==> config.mk <==
export PLATFORM = sky130hd
export DESIGN_NAME = tdm_rx_aligner
export DESIGN_NICKNAME = d
export VERILOG_FILES = /design/src/rtl/tdm_align_pkg.sv /design/src/rtl/tdm_align_timing.sv /design/src/rtl/tdm_align_lane.sv /design/src/rtl/tdm_rx_aligner.sv
export SDC_FILE = /design/constraint.sdc
export NUM_CORES = 1
export LEC_CHECK = 0
export BUFFER_PORTS_ARGS = -buffer_cell sky130_fd_sc_hd__buf_2
export CAP_MARGIN = 25
export CORE_ASPECT_RATIO = 0.7
export CORE_MARGIN = 5
export CORE_UTILIZATION = 50
export CTS_CLUSTER_DIAMETER = 60
export DETAILED_ROUTE_END_ITERATION = 7
export HOLD_SLACK_MARGIN = 0.06
export PLACE_DENSITY = 0.66
export SYNTH_ARGS = -nofsm -noshare
export SYNTH_HDL_FRONTEND = slang
export SYNTH_HIERARCHICAL = 1
export SYNTH_SLANG_ARGS = --single-unit
==> constraint.sdc <==
create_clock -name clk -period 2.9 [get_ports clk]
set_input_delay 0 -clock clk [delete_from_list [all_inputs] [get_ports clk]]
set_output_delay 0 -clock clk [all_outputs]
set_load 0.02 [all_outputs]
==> src/rtl/tdm_align_pkg.sv <==
package tdm_align_pkg;

   // Per-line control nibble; bit order matters for the packed config word.
   typedef struct packed {
      logic       loop;
      logic       dly;
      logic [1:0] step;
   } lane_cfg_t;

   localparam int LANE_CFG_W = $bits(lane_cfg_t);

   // Signed sampling offset in clocks: positive is later, negative earlier.
   function automatic int offset_clk(lane_cfg_t c, logic en, int ovs);
      int mag;
      case (c.step)
         2'd1:    mag = ovs / 2;
         2'd2:    mag = ovs;
         2'd3:    mag = 2 * ovs;
         default: mag = 0;
      endcase
      if (c.dly) begin
         return en ? mag : 0;
      end
      return -mag;
   endfunction

endpackage

==> src/rtl/tdm_align_timing.sv <==
module tdm_align_timing #(
   parameter int OVS = 4
) (
   input  logic clk,
   input  logic rst_n,
   input  logic fsync_i,
   output logic smp_stb,
   output logic first_stb
);
   localparam int PW        = $clog2(OVS);
   localparam int SMP_PH    = (3 * OVS) / 4;
   localparam int FIRST_IDX = 2;  // fixed latency of two bits

   logic [PW-1:0] phase_q;
   logic [PW-1:0] cur_ph;
   logic          locked_q;
   logic [1:0]    bitn_q;

   assign cur_ph    = fsync_i ? '0 : phase_q;
   assign smp_stb   = locked_q && (cur_ph == PW'(SMP_PH));
   assign first_stb = smp_stb && (bitn_q == 2'(FIRST_IDX));

   always_ff @(posedge clk or negedge rst_n) begin
      if (!rst_n) begin
         phase_q  <= '0;
         locked_q <= 1'b0;
         bitn_q   <= '0;
      end else begin
         phase_q <= fsync_i ? PW'(1) : phase_q + PW'(1);
         if (fsync_i) begin
            locked_q <= 1'b1;
            bitn_q   <= '0;
         end else if (smp_stb && bitn_q != 2'd3) begin
            bitn_q <= bitn_q + 2'd1;
         end
      end
   end


   sync_realign_chk: assert property (@(posedge clk) disable iff (!rst_n)
      fsync_i |=> !smp_stb);


   stb_spacing_chk: assert property (@(posedge clk) disable iff (!rst_n)
      smp_stb |=> !smp_stb);

endmodule

==> src/rtl/tdm_align_lane.sv <==
module tdm_align_lane
   import tdm_align_pkg::*;
#(
   parameter int OVS         = 4,
   parameter bit LOOPBACK_EN = 1'b1
) (
   input  logic      clk,
   input  logic      rst_n,
   input  logic      pin_i,
   input  logic      lb_i,
   input  lane_cfg_t cfg,
   input  logic      dly_en,
   input  logic      smp_stb,
   output logic      rx_o
);
   localparam int LAT  = 2 * OVS;
   localparam int HIST = 4 * OVS;
   localparam int IW   = $clog2(HIST + 1);

   logic            in_sel;
   logic [HIST-1:0] hist_q;
   logic [HIST:0]   taps;
   logic [IW-1:0]   tap_idx;
   logic            rx_q;

   generate
      if (LOOPBACK_EN) begin : g_lb
         assign in_sel = cfg.loop ? lb_i : pin_i;


         loop_src_chk: assert property (@(posedge clk) disable iff (!rst_n)
            cfg.loop |=> hist_q[0] == $past(lb_i));
      end else begin : g_nolb
         logic unused_lb;
         assign unused_lb = lb_i ^ cfg.loop;
         assign in_sel    = pin_i;
      end
   endgenerate

   // taps[0] is this cycle's sample, taps[j] the sample j cycles ago.
   assign taps = {hist_q, in_sel};

   always_comb begin
      int off;
      off     = offset_clk(cfg, dly_en, OVS);
      tap_idx = IW'(LAT - off);
   end

   always_ff @(posedge clk or negedge rst_n) begin
      if (!rst_n) begin
         hist_q <= '0;
         rx_q   <= 1'b0;
      end else begin
         hist_q <= {hist_q[HIST-2:0], in_sel};
         if (smp_stb) rx_q <= taps[tap_idx];
      end
   end

   assign rx_o = rx_q;


   gated_no_delay_chk: assert property (@(posedge clk) disable iff (!rst_n)
      (!dly_en && cfg.dly) |-> (tap_idx >= IW'(LAT)));

endmodule

==> src/rtl/tdm_rx_aligner.sv <==
module tdm_rx_aligner
   import tdm_align_pkg::*;
#(
   parameter int LANES       = 8,
   parameter int OVS         = 4,
   parameter bit LOOPBACK_EN = 1'b1
) (
   input  logic                        clk,
   input  logic                        rst_n,
   input  logic                        fsync_i,
   input  logic                        dly_en_i,
   input  logic [LANE_CFG_W*LANES-1:0] cfg_i,
   input  logic [LANES-1:0]            pin_i,
   input  logic [LANES-1:0]            lb_i,
   output logic [LANES-1:0]            rx_o,
   output logic                        stb_o,
   output logic                        first_o
);
   localparam int CFG_W = LANE_CFG_W * LANES;

   initial begin : elab_chk
      if (OVS < 4 || (OVS & (OVS - 1)) != 0)
         $error("OVS must be a power of two, at least 4");
      if (LANES < 1)
         $error("LANES must be at least 1");
   end

   logic [CFG_W-1:0] cfg_act_q;
   logic             en_act_q;
   logic             smp_stb;
   logic             first_stb;
   logic             stb_q;
   logic             first_q;

   always_ff @(posedge clk or negedge rst_n) begin
      if (!rst_n) begin
         cfg_act_q <= '0;
         en_act_q  <= 1'b0;
         stb_q     <= 1'b0;
         first_q   <= 1'b0;
      end else begin
         if (fsync_i) begin
            cfg_act_q <= cfg_i;
            en_act_q  <= dly_en_i;
         end
         stb_q   <= smp_stb;
         first_q <= first_stb;
      end
   end

   tdm_align_timing #(.OVS(OVS)) u_timing (
      .clk       (clk),
      .rst_n     (rst_n),
      .fsync_i   (fsync_i),
      .smp_stb   (smp_stb),
      .first_stb (first_stb)
   );

   generate
      for (genvar g = 0; g < LANES; g++) begin : g_lane
         tdm_align_lane #(.OVS(OVS), .LOOPBACK_EN(LOOPBACK_EN)) u_lane (
            .clk     (clk),
            .rst_n   (rst_n),
            .pin_i   (pin_i[g]),
            .lb_i    (lb_i[g]),
            .cfg     (lane_cfg_t'(cfg_act_q[LANE_CFG_W*g +: LANE_CFG_W])),
            .dly_en  (en_act_q),
            .smp_stb (smp_stb),
            .rx_o    (rx_o[g])
         );
      end
   endgenerate

   assign stb_o   = stb_q;
   assign first_o = first_q;


   cfg_hold_chk: assert property (@(posedge clk) disable iff (!rst_n)
      !fsync_i |=> ($stable(cfg_act_q) && $stable(en_act_q)));


   out_first_chk: assert property (@(posedge clk) disable iff (!rst_n)
      first_o |-> stb_o);

endmodule

==> metrics.md, run 1 <==
| Metric | Value |
|---|---|
| Final Cycle Share | 0.766 |
| Multiplexer area fraction after synthesis | 0.140 |
| Wire per inst | roughly 16 µm |
| # fillers | roughly 1000 |
| Final hold vios | 0 |
| Grt ovf | 0 |
| Clock-pin transition on the worst setup and hold timing paths | ~0.070 ns |
| Largest net degree at the start of global routing | just under 80 |
| PortBufs | 61 |
| Clk_lat worst skew | 0.42 ns |
| Synth cell types | 27 |
| Crit path top cell by count | ha_1 |
| NumNets Final | between 600 and 700 |
| Resized cells post-CTS | 0 |
| WL met1 | around 5800 µm |
| Vias | between 3000 and 4000 |
| Hold crit path type | in2async |
| DRC viols | 0 |
| DIE HEIGHT | approximately 110 µm |
| First-pass GRT wire length | 21100 µm |
| Final Setup Violations | 0 |
| Clk root buf | clkbuf_16 |
| Max Used Layer | met4 |
| Cell area after layout | roughly 0.009 mm² |
| Synth Area in Simple Gates | 0.0591 |
| XOR/XNOR share of the synthesized area | 0.0111 |
| Critical-path top delay cell | mux4_1 |
| Initial Util | 0.511 |
| TritonCTS clock tree | yes |
| Number of cell rows | 36 |
| Final WL | 12400 µm |
| WP data required | 3.15 ns |
| Largest family of logic cells by synthesized area | multiplexers |
| Avg Cell Area, Syn | 16.6 µm² |
| Min Tclk post-route | 2.22 ns |
| Core area | 0.0139 mm² |
| Outcome | completed |
| Worst Setup Start Kind | flip-flop |
| Number of synthesis warnings | 6 |
| Initial antenna violation count | 0 |
| Leakage | slightly below 0.004 µW |
| Number of global-route vias before repair | roughly 4100 |
| Routability congestion estimate from global placement | between 0.7 and 0.8 |
| Metal3 WL | slightly below 400 µm |
| RSZ-0062 raised after global routing | no |
| Post-Syn Area | roughly 0.007 mm² |
| Die area | ~0.017 mm² |
| Flop2flop setup slack | about 0.68 ns |
| MaxCap Viol Count | 0 |
| Worst rel slew slack | 0.384 |
| Die Wd | 153 µm |
| DR pass1 iterations | 4 |
| Clock buffer depth | 2 |
| Clock buffer count from CTS | 17 |
| Power per cell area | just over 700 mW/mm² |
| Worst-margin pin slew | ~0.92 ns |
| Worst path max stage delay | 0.59 ns |
| Vias per cell | 5.06 |
| Pins Over Slew Limit | 0 |
| Post-cts hold buffer count | between 50 and 60 |
| Crit Path Category | reg2reg |
| Multi-input gate area in the final layout | about 0.0025 mm² |
| Largest delay share family, worst path | multiplexers |
| Synth Area in Compound Gates | 0.0732 |
| Adder-Cell Fraction of Synth Area | 0.0739 |
| Worst path buffer plus inverter count | 1 |
| Post-DP Area | 0.00765 mm² |
| Boundary pin count | 62 |
| # diodes | 0 |
| CP Max Fanout | 4 |
| H-tree depth | 4 |
| Mapped Nets | about 520 |
| Seq/Total Area, Yosys | 0.619 |
| Setup TNS | 0 ns |
| CP Capture Type | flip-flop |
| Area grow syn2layout | 23.4% |
| Fraction of layout cells with a size suffix above 1 | 0.312 |
| Sink Count | 176 |
| Post-CTS Setup Bufs | 0 |
| Post-route ant nets | 0 |
| Met2 WL post-DR | 6100 µm |
| Initial DRC count | slightly below 200 |
| FF+latch area | between 0.004 and 0.005 mm² |
| Register bit total from synthesis | around 180 |
| Layout Skew | about 0.01 ns |
| Synthesized instance count | approximately 430 |
| All-Layer GR Usage | 0.161 |
| Post-DP HPWL | between 7000 and 8000 µm |
| Max frequency | between 0.4 and 0.5 GHz |
| VDD IR-drop max | 0.302 mV |
| Cell Chain, Critical Path | inv_1 > ha_1 > and3_2 > a21oi_1 > ha_1 > mux4_1 > nand3_1 > a41oi_2 |
| WP data arrival | between 2 and 2.5 ns |
## worst register-to-register path, delay by kind of cell (launching register included)
kind	cells	cell delay (ns)
mux	1	0.59
fa+ha+maj	2	0.53
flops	1	0.41
simple gates	2	0.29
compound gates	2	0.14
buf+inv	1	0.10
## cells in the final DEF (no fill, tap or decap), types with 4 or more instances in the layout
master / n
clkbuf_16: 17
mux4_1: 16
nand2_1: 8
nand3b_1: 8
a41oi_2: 8
inv_1: 18
xnor2_1: 9
buf_2: 60
and3_2: 8
a21oi_1: 10
and4bb_2: 8
o21ai_4: 8
dlygate4sd3_1: 51
nand3_1: 16
inv_2: 8
mux2_4: 30
dfrtp_1: 176
o21ai_0: 10
ha_1: 42
clkinvlp_4: 4
bufinv_16: 4
mux2_2: 11
o41a_1: 8
nor2_1: 9
o2111ai_1: 8
## cell type report
cell class	count	share of cell area
clock buffer	18	0.0500
clock inverter	12	0.0211
inverter	26	0.0111
multi-input combinational	223	0.289
sequential	176	0.502
tap	190	0.0271
timing repair buffer	116	0.0999
## synthesized netlist by cell type
cell / n / share of area
and2_1: 1 / 0.00088
buf_6: 1 / 0.0016
buf_12: 3 / 0.0084
ha_1: 42 / 0.074
mux2_4: 30 / 0.063
o2111ai_1: 8 / 0.0099
or2_2: 1 / 0.00088
mux2_2: 11 / 0.017
o21ai_4: 8 / 0.018
and3_2: 8 / 0.0084
a41oi_2: 8 / 0.018
inv_1: 18 / 0.0095
dfrtp_1: 176 / 0.62
nand4b_4: 1 / 0.0033
inv_2: 8 / 0.0042
nand3_1: 16 / 0.011
nand3b_1: 8 / 0.0084
o41a_1: 8 / 0.013
o21ai_0: 10 / 0.0070
and4bb_2: 8 / 0.014
xnor2_1: 9 / 0.011
nor2_1: 9 / 0.0047
or3_1: 2 / 0.0018
mux4_1: 16 / 0.059
nand2_1: 8 / 0.0042
a21oi_1: 10 / 0.0070
or2b_1: 1 / 0.0011
## stage by stage
stage	hold WS, ns	instances	worst slack, ns	util	power, µW
2_1_floorplan	-0.296	429	0.315	-	3610
3_5_place_dp	0.0566	680	0.716	0.549	3920
6_report	0.165	761	0.677	0.631	6340
3_3_place_gp	0.0515	680	0.759	0.549	3880
4_1_cts	0.188	761	0.684	0.631	6410
5_1_grt	0.226	761	0.541	0.631	6660
## kinds of logic after synthesis
family / after synthesis
and+or+nand+nor: 63
AOI/OAI and AO/OA: 52
adders and majority gates: 42
buffers and inverters: 30
xor gates and xnor gates: 9
DFF: 176
muxes: 57
## state kept, by name (all words and copies together), names as in the netlist
| signal | flops |
|---|---|
| u_timing/locked_q | 1 |
| en_act_q | 1 |
| cfg_act_q | 32 |
| stb_o | 1 |
| u_timing/phase_q | 2 |
| g_lane.u_lane/hist_q | 128 |
| first_o | 1 |
| u_timing/bitn_q | 2 |
| g_lane.u_lane/rx_o | 8 |
## per-layer routing
layer | up-vias | global-route usage
li1 | 1829 | -
met1 | 1960 | 0.215
met2 | 52 | 0.260
met3 | 9 | 0.0433
met4 | 0 | 0.0585
met5 | - | 0
## power by group
| group | internal [µW] | leakage (µW) | switching (µW) |
|---|---|---|---|
| Combinational | 533 | 0.00163 | 514 |
| Clock | 1460 | 0.000291 | 937 |
| Sequential | 2740 | 0.00205 | 158 |
| Total | 4740 | 0.00398 | 1610 |
## final timing paths
kind | endpoint | from | depth (start not counted)
min reg2reg | g_lane[6].u_lane/hist_q[7] | g_lane[6].u_lane/hist_q[6] | 0
max | g_lane[6].u_lane/rx_o | cfg_act_q[24] | 8
max in group asynchronous | g_lane[3].u_lane/hist_q[12] | rst_n | 3
min in group clk | g_lane[0].u_lane/rx_o | pin_i[0] | 5
min | g_lane[6].u_lane/hist_q[15] | rst_n | 2
max reg2reg | g_lane[6].u_lane/rx_o | cfg_act_q[24] | 8
(Power assumes the default switching activity.)
==> inputs of run 2 (changes only) <==
Clock period 2.9 ns to 2.3 ns, I/O delays scaled along.
==> run 2 against run 1 <==
Compared with the run above: critical endpoint is now g_lane[2].u_lane/rx_o; global-route usage up 0.22 points; highest routed layer unchanged; non-clock buffer count increased by 8; design area increased by 0.73%; sequential share of layout area down 0.35 points.
==> metrics.md, run 2 (same netlist as run 1, synthesis figures left out) <==
| Metric | Value |
|---|---|
| Tot Pwr | 7940 µW (+25%) |
| Area grow syn2layout | 24.3% |
| Clk_lat worst skew | 0.42 ns (about the same) |
| CP Max Fanout | 4 (unchanged) |
| Outcome | completed |
| Final hold vios | 0 (unchanged) |
| Initial Util | 0.511 (unchanged) |
| Fin cells | 771 (+1.3%) |
| Crit path top cell by count | ha_1 |
| Top reg by flops | g_lane.u_lane/hist_q |
| First-pass GRT wire length | 21500 µm (+2.1%) |
| Largest delay share family, worst path | multiplexers |
| Leakage | 0.00402 µW (+1.1%) |
| # diodes | 0 (unchanged) |
| CP Capture Type | flip-flop |
| NumNets Final | 662 (+1.2%) |
| Final Cycle Share | 0.940 (+0.174) |
| Min Tclk post-route | 2.16 ns (-0.0606 ns) |
| Crit Path Category | reg2reg |
| TritonCTS clock tree | yes |
| Final Setup Violations | 0 (unchanged) |
| PortBufs | 61 (unchanged) |
| Most common cell after layout, fill and taps aside | dfrtp_1 |
| Vias | 3892 (+1.1%) |
| Wire per inst | 16.1 µm (-0.99%) |
| Vias per cell | 5.05 (-0.22%) |
| Crit path depth | 8 (unchanged) |
| Cell Chain, Critical Path | inv_1 > ha_1 > and3_2 > a21oi_1 > ha_1 > mux4_1 > nand3_1 > a41oi_2 |
| Die area | 0.0167 mm² (unchanged) |
| Initial DRC count | 144 (-26%) |
| Setup TNS | 0 ns (unchanged) |
| Hold crit path type | in2async |
| Worst path buffer plus inverter count | 1 (unchanged) |
| Resized cells post-CTS | 0 (unchanged) |
| Sink Count | 176 (unchanged) |
| Routability congestion estimate from global placement | 0.751 (+5.4%) |
| Number of global-route vias before repair | 4367 (+5.5%) |
| VDD IR-drop max | 0.585 mV (+94%) |
| DR pass1 iterations | 4 (unchanged) |
| Worst-margin pin slew | 0.714 ns (-0.210 ns) |
| Fraction of layout cells with a size suffix above 1 | 0.324 (+0.0118) |
| Clk root buf | clkbuf_16 |
| Pins Over Slew Limit | 0 (unchanged) |
| Max frequency | 0.463 GHz (+2.8%) |
| Placed cell count | 684 (+0.59%) |
| Worst Setup Start Kind | flip-flop |
| Final worst slack | 0.138 ns (-0.539 ns) |
| CP Launch Point | cfg_act_q[8] |
| Worst R2R End | g_lane[2].u_lane/rx_o |
| WP data required | 2.57 ns (-0.58 ns) |
| RSZ-0062 raised after global routing | no |
| Most frequent cells in the layout | dfrtp_1 (175), buf_2 (60), dlygate4sd3_1 (51) |
| Initial antenna violation count | 0 (unchanged) |
| WP data arrival | 2.43 ns (-0.04 ns) |
| Flop2flop setup slack | 0.14 ns (-0.54 ns) |
| Worst R2R Path Depth | 8 (unchanged) |
| Largest net degree at the start of global routing | 77 (unchanged) |
| Power per cell area | 897 mW/mm² (+24%) |
| Clock buffer depth | 2 (unchanged) |
| Boundary pin count | 62 (unchanged) |
| Core area | 0.0139 mm² (unchanged) |
| Worst R2R Start | cfg_act_q[8] |
| Critical-path top delay cell | mux4_1 |
| DIE HEIGHT | 110 µm (unchanged) |
| All-Layer GR Usage | 0.164 (+0.00221) |
| Clock-pin transition on the worst setup and hold timing paths | 0.07 ns (about the same) |
| Worst path max stage delay | 0.57 ns (-0.02 ns) |
| Post-DP HPWL | 8100 µm (+3.3%) |
| Die Wd | 153 µm (unchanged) |
| Grt ovf | 0 (unchanged) |
| Number of cell rows | 36 (unchanged) |
| DRC viols | 0 (unchanged) |
| Post-route ant nets | 0 (unchanged) |
| Worst rel slew slack | 0.524 (+0.140) |
| Crit path to | g_lane[2].u_lane/rx_o |
| Dpl ws | 0.129 ns (-0.587 ns) |
| Layout Skew | 0.00747 ns (-0.00267 ns) |
| Clock buffer count from CTS | 17 (unchanged) |
| MaxCap Viol Count | 0 (unchanged) |
| Max FFs per register | 128 (unchanged) |
| Final WL | 12400 µm (+0.31%) |
| H-tree depth | 4 (unchanged) |
[run 2: cell count changes in the layout (fill, tap and decap cells not counted)]
cell        previous run  this run
dfrtp_2                0         1
clkinv_2               0         2
clkinvlp_4             4         3
bufinv_16              4         3
clkbuf_8               1         2
dfrtp_1              176       175
buf_12                 2         3
buf_4                  2         9
clkbuf_1               0         1
[run 2: final cells by class]
type                            instances  area [µm²]
Tap cell                              190         238
Fill cell                             956        5070
Multi-Input combinational cell        223        2540
Sequential cell                       176        4410
Inverter                               26        97.6
Clock buffer                           20         457
Timing Repair Buffer                  124         950
Clock inverter                         12         158
[run 2: timing repair]
| action | 4_1_cts | 5_1_grt |
|---|---|---|
| hold buffers | 51 | 0 |
| setup buffers | 0 | 4 |
| hold endpoints to repair | 119 | 0 |
| setup endpoints to repair | 0 | 1 |
[run 2: metal layers]
| metal | vias to the layer above | GRT usage | routed length [µm] |
|---|---|---|---|
| met1 | 1982 | 0.219 | 6110 |
| met4 | 0 | 0.0432 | 141 |
| met3 | 15 | 0.0566 | 442 |
| li1 | 1846 | - | - |
| met2 | 49 | 0.260 | 5730 |
| met5 | - | 0 | 0 |
[run 2: where the power goes]
group	switching [µW]	leakage (µW)	total [µW]	internal (µW)
combinational	641	0.00168	1340	697
sequential	206	0.00205	3660	3450
clock	1170	0.000293	2940	1770
total	2010	0.00402	7940	5920
[run 2: worst min path at each step]
stage	startpoint	endpoint	slack, ns	cells after the start
2_1_floorplan	rst_n	cfg_act_q[0]	-0.30	0
3_3_place_gp	rst_n	g_lane[6].u_lane/hist_q[14]	0.02	1
3_5_place_dp	rst_n	g_lane[6].u_lane/hist_q[14]	0.03	1
4_1_cts	rst_n	g_lane[6].u_lane/hist_q[14]	0.15	2
5_1_grt	rst_n	g_lane[6].u_lane/hist_q[14]	0.17	2
6_report	rst_n	g_lane[6].u_lane/hist_q[14]	0.13	2
[run 2: metrics by stage]
step / util / hold WS, ns / cell area [µm²]
floorplan: - / -0.296 / 7110
global placement: 0.552 / 0.0172 / 7690
detailed placement: 0.552 / 0.0290 / 7690
CTS: 0.633 / 0.147 / 8810
global route: 0.635 / 0.174 / 8840
finish: 0.635 / 0.132 / 8840
==> inputs of run 3 (changes only) <==
==> constraint.sdc (replaced) <==
create_clock -name clk -period 2.3 [get_ports clk]
set_input_delay 0.46 -clock clk [delete_from_list [all_inputs] [get_ports clk]]
set_output_delay 0.46 -clock clk [all_outputs]
set_load 0.02 [all_outputs]
==> run 3 against run 2 <==
Compared with the run above: global-route usage decreased by 1.1 points; die area stayed put; sequential power about the same; via count down 3.8%; hold slack improved by 0.14 ns; cell count shrank 7.0%; non-clock buffer count decreased by 54; worst setup slack got worse by 0.022 ns; largest cell class unchanged; sequential cell count unchanged; critical path depth unchanged; combinational power decreased by 7%.
==> metrics.md, run 3 (same netlist as run 1, synthesis figures left out) <==
| Metric | Value |
|---|---|
| First-pass GRT wire length | 20000 µm (-7.2%) |
| Initial antenna violation count | 0 (unchanged) |
| Final Cycle Share | 0.949 (+0.00942) |
| Setup TNS | 0 ns (unchanged) |
| Cell Chain, Critical Path | inv_1 > ha_1 > and3_2 > a21oi_1 > ha_1 > mux4_1 > nand3_1 > a41oi_2 |
| Sink Count | 176 (unchanged) |
| Clk root buf | clkbuf_16 |
| VDD IR-drop max | 0.460 mV (-21%) |
| Outcome | completed |
| H-tree depth | 4 (unchanged) |
| Cell area after layout | 0.00832 mm² (-5.9%) |
| Most common cell after layout, fill and taps aside | dfrtp_1 |
| RSZ-0062 raised after global routing | no |
| PortBufs | 61 (unchanged) |
| Max frequency | 0.458 GHz (-0.99%) |
| TritonCTS clock tree | yes |
| Layout Skew | 0.00890 ns (+0.00143 ns) |
| Post-DP HPWL | 7970 µm (-1.5%) |
| Crit Path Category | reg2reg |
| Power per cell area | 943 mW/mm² (+5.1%) |
| Largest net degree at the start of global routing | 54 (-30%) |
| # diodes | 0 (unchanged) |
| Core area | 0.0139 mm² (unchanged) |
| Final hold vios | 0 (unchanged) |
| Critical-path top delay cell | mux4_1 |
| Hold crit path type | in2reg |
| Die area | 0.0167 mm² (unchanged) |
| DRC viols | 0 (unchanged) |
| Wire per inst | 16.4 µm (+2.0%) |
| MaxCap Viol Count | 0 (unchanged) |
| Final Setup Violations | 0 (unchanged) |
| Die Wd | 153 µm (unchanged) |
| NumNets Final | 608 (-8.2%) |
| Worst Setup Start Kind | flip-flop |
| Clk_lat worst skew | 0.42 ns (about the same) |
| Initial Util | 0.511 (unchanged) |
| Number of cell rows | 36 (unchanged) |
| Final WL | 11800 µm (-5.2%) |
| DIE HEIGHT | 110 µm (unchanged) |
| Area grow syn2layout | 17.0% |
| Crit path top cell by count | ha_1 |
| Top Usage Layer GRT | met2 |
| Worst-margin pin slew | 0.720 ns (+0.00617 ns) |
| Max FFs per register | 128 (unchanged) |
| Clock buffer depth | 2 (unchanged) |
| All-Layer GR Usage | 0.153 (-0.0107) |
| Grt met1 use | 0.218 (about the same) |
| Pins Over Slew Limit | 0 (unchanged) |
| Worst path max stage delay | 0.58 ns (about the same) |
| Grt ovf | 0 (unchanged) |
| Met2 usage | 0.220 (-0.0404) |
| Post-DP Area | 0.00770 mm² (+0.16%) |
| Top reg by flops | g_lane.u_lane/hist_q |
| DR pass1 iterations | 4 (unchanged) |
| Initial DRC count | 155 (+7.6%) |
| Leakage | 0.00379 µW (-5.7%) |
| Worst rel slew slack | 0.520 (-0.00411) |
| Number of global-route vias before repair | 3999 (-8.4%) |
| Clock-pin transition on the worst setup and hold timing paths | 0.07 ns (about the same) |
| Vias | 3743 (-3.8%) |
| Post-route ant nets | 0 (unchanged) |
| Routability congestion estimate from global placement | 0.782 (+4.1%) |
| Fraction of layout cells with a size suffix above 1 | 0.349 (+0.0256) |
| Most frequent cells in the layout | dfrtp_1 (175), buf_2 (60), ha_1 (42) |
| Met3 usage | 0.0441 (-0.0126) |
| Clock buffer count from CTS | 17 (unchanged) |
| CP Capture Type | flip-flop |
| WP data required | 2.59 ns (+0.02 ns) |
| Vias per cell | 5.22 (+3.4%) |
| Min Tclk post-route | 2.18 ns (+0.0217 ns) |
| WP data arrival | 2.47 ns (+0.04 ns) |
| CP Max Fanout | 4 (unchanged) |
| Boundary pin count | 62 (unchanged) |
[run 3: changes by cell type in the layout (fill, tap and decap cells not counted), sizes merged]
| cell | delta |
|---|---|
| dlygate4sd3 | -50 |
| inv | +3 |
| clkinv | -1 |
| buf | -4 |
| clkbuf | -2 |
[run 3: cell type report]
class	count	area, µm²
sequential	176	4410
clock buffer	18	429
clock inverter	14	181
multi-input combinational	223	2540
timing repair buffer	70	432
tap	190	238
inverter	26	97.6
fill	1026	5600
[run 3: per-layer routing]
layer  vias up  part of all wire
li1       1741                 -
met1      1915              0.50
met2        70              0.45
met3        17             0.032
met4         0             0.019
met5         -                 0
[run 3: worst max-delay path: cells and delay by family (launching register included)]
family                     cells  cell delay, ns
muxes                          1            0.58
adders and majority gates      2            0.51
DFF                            1            0.43
and+or+nand+nor                2            0.29
AOI/OAI and AO/OA              2            0.15
buffers and inverters          1            0.10
[run 3: what timing repair did]
item / CTS / global route
setup buffers: 0 / 0
resized for setup: 0 / 0
hold endpoints to repair: 49 / 0
hold buffers: 1 / 0
[run 3: metrics by stage]
stage	instances	power [µW]	utilization	setup WS, ns	hold WS [ns]
2_1_floorplan	429	4560	-	0.0734	0.164
3_3_place_gp	684	4900	0.553	0.204	0.332
3_5_place_dp	684	4960	0.553	0.152	0.335
4_1_cts	717	7950	0.598	0.107	0.245
5_1_grt	717	8240	0.598	0.0148	0.248
6_report	717	7850	0.598	0.116	0.268
[run 3: report_power, final]
part / switching (µW) / internal [µW] / leakage [µW]
Combinational: 627 / 617 / 0.00145
Sequential: 206 / 3450 / 0.00205
Clock: 1210 / 1730 / 0.000290
[run 3: worst paths after layout]
check                                           startpoint                    endpoint  slack (ns)  depth (start not counted)
worst max register to register                cfg_act_q[4]       g_lane[1].u_lane/rx_o        0.12                          8
worst min-delay path                             cfg_i[14]               cfg_act_q[14]        0.27                          2
worst max-delay path                          cfg_act_q[4]       g_lane[1].u_lane/rx_o        0.12                          8
min in group asynchronous                            rst_n       g_lane[6].u_lane/rx_o        0.57                          2
max in group asynchronous                            rst_n  g_lane[2].u_lane/hist_q[1]        1.08                          3
worst min register to register  g_lane[6].u_lane/hist_q[2]  g_lane[6].u_lane/hist_q[3]        0.35                          0
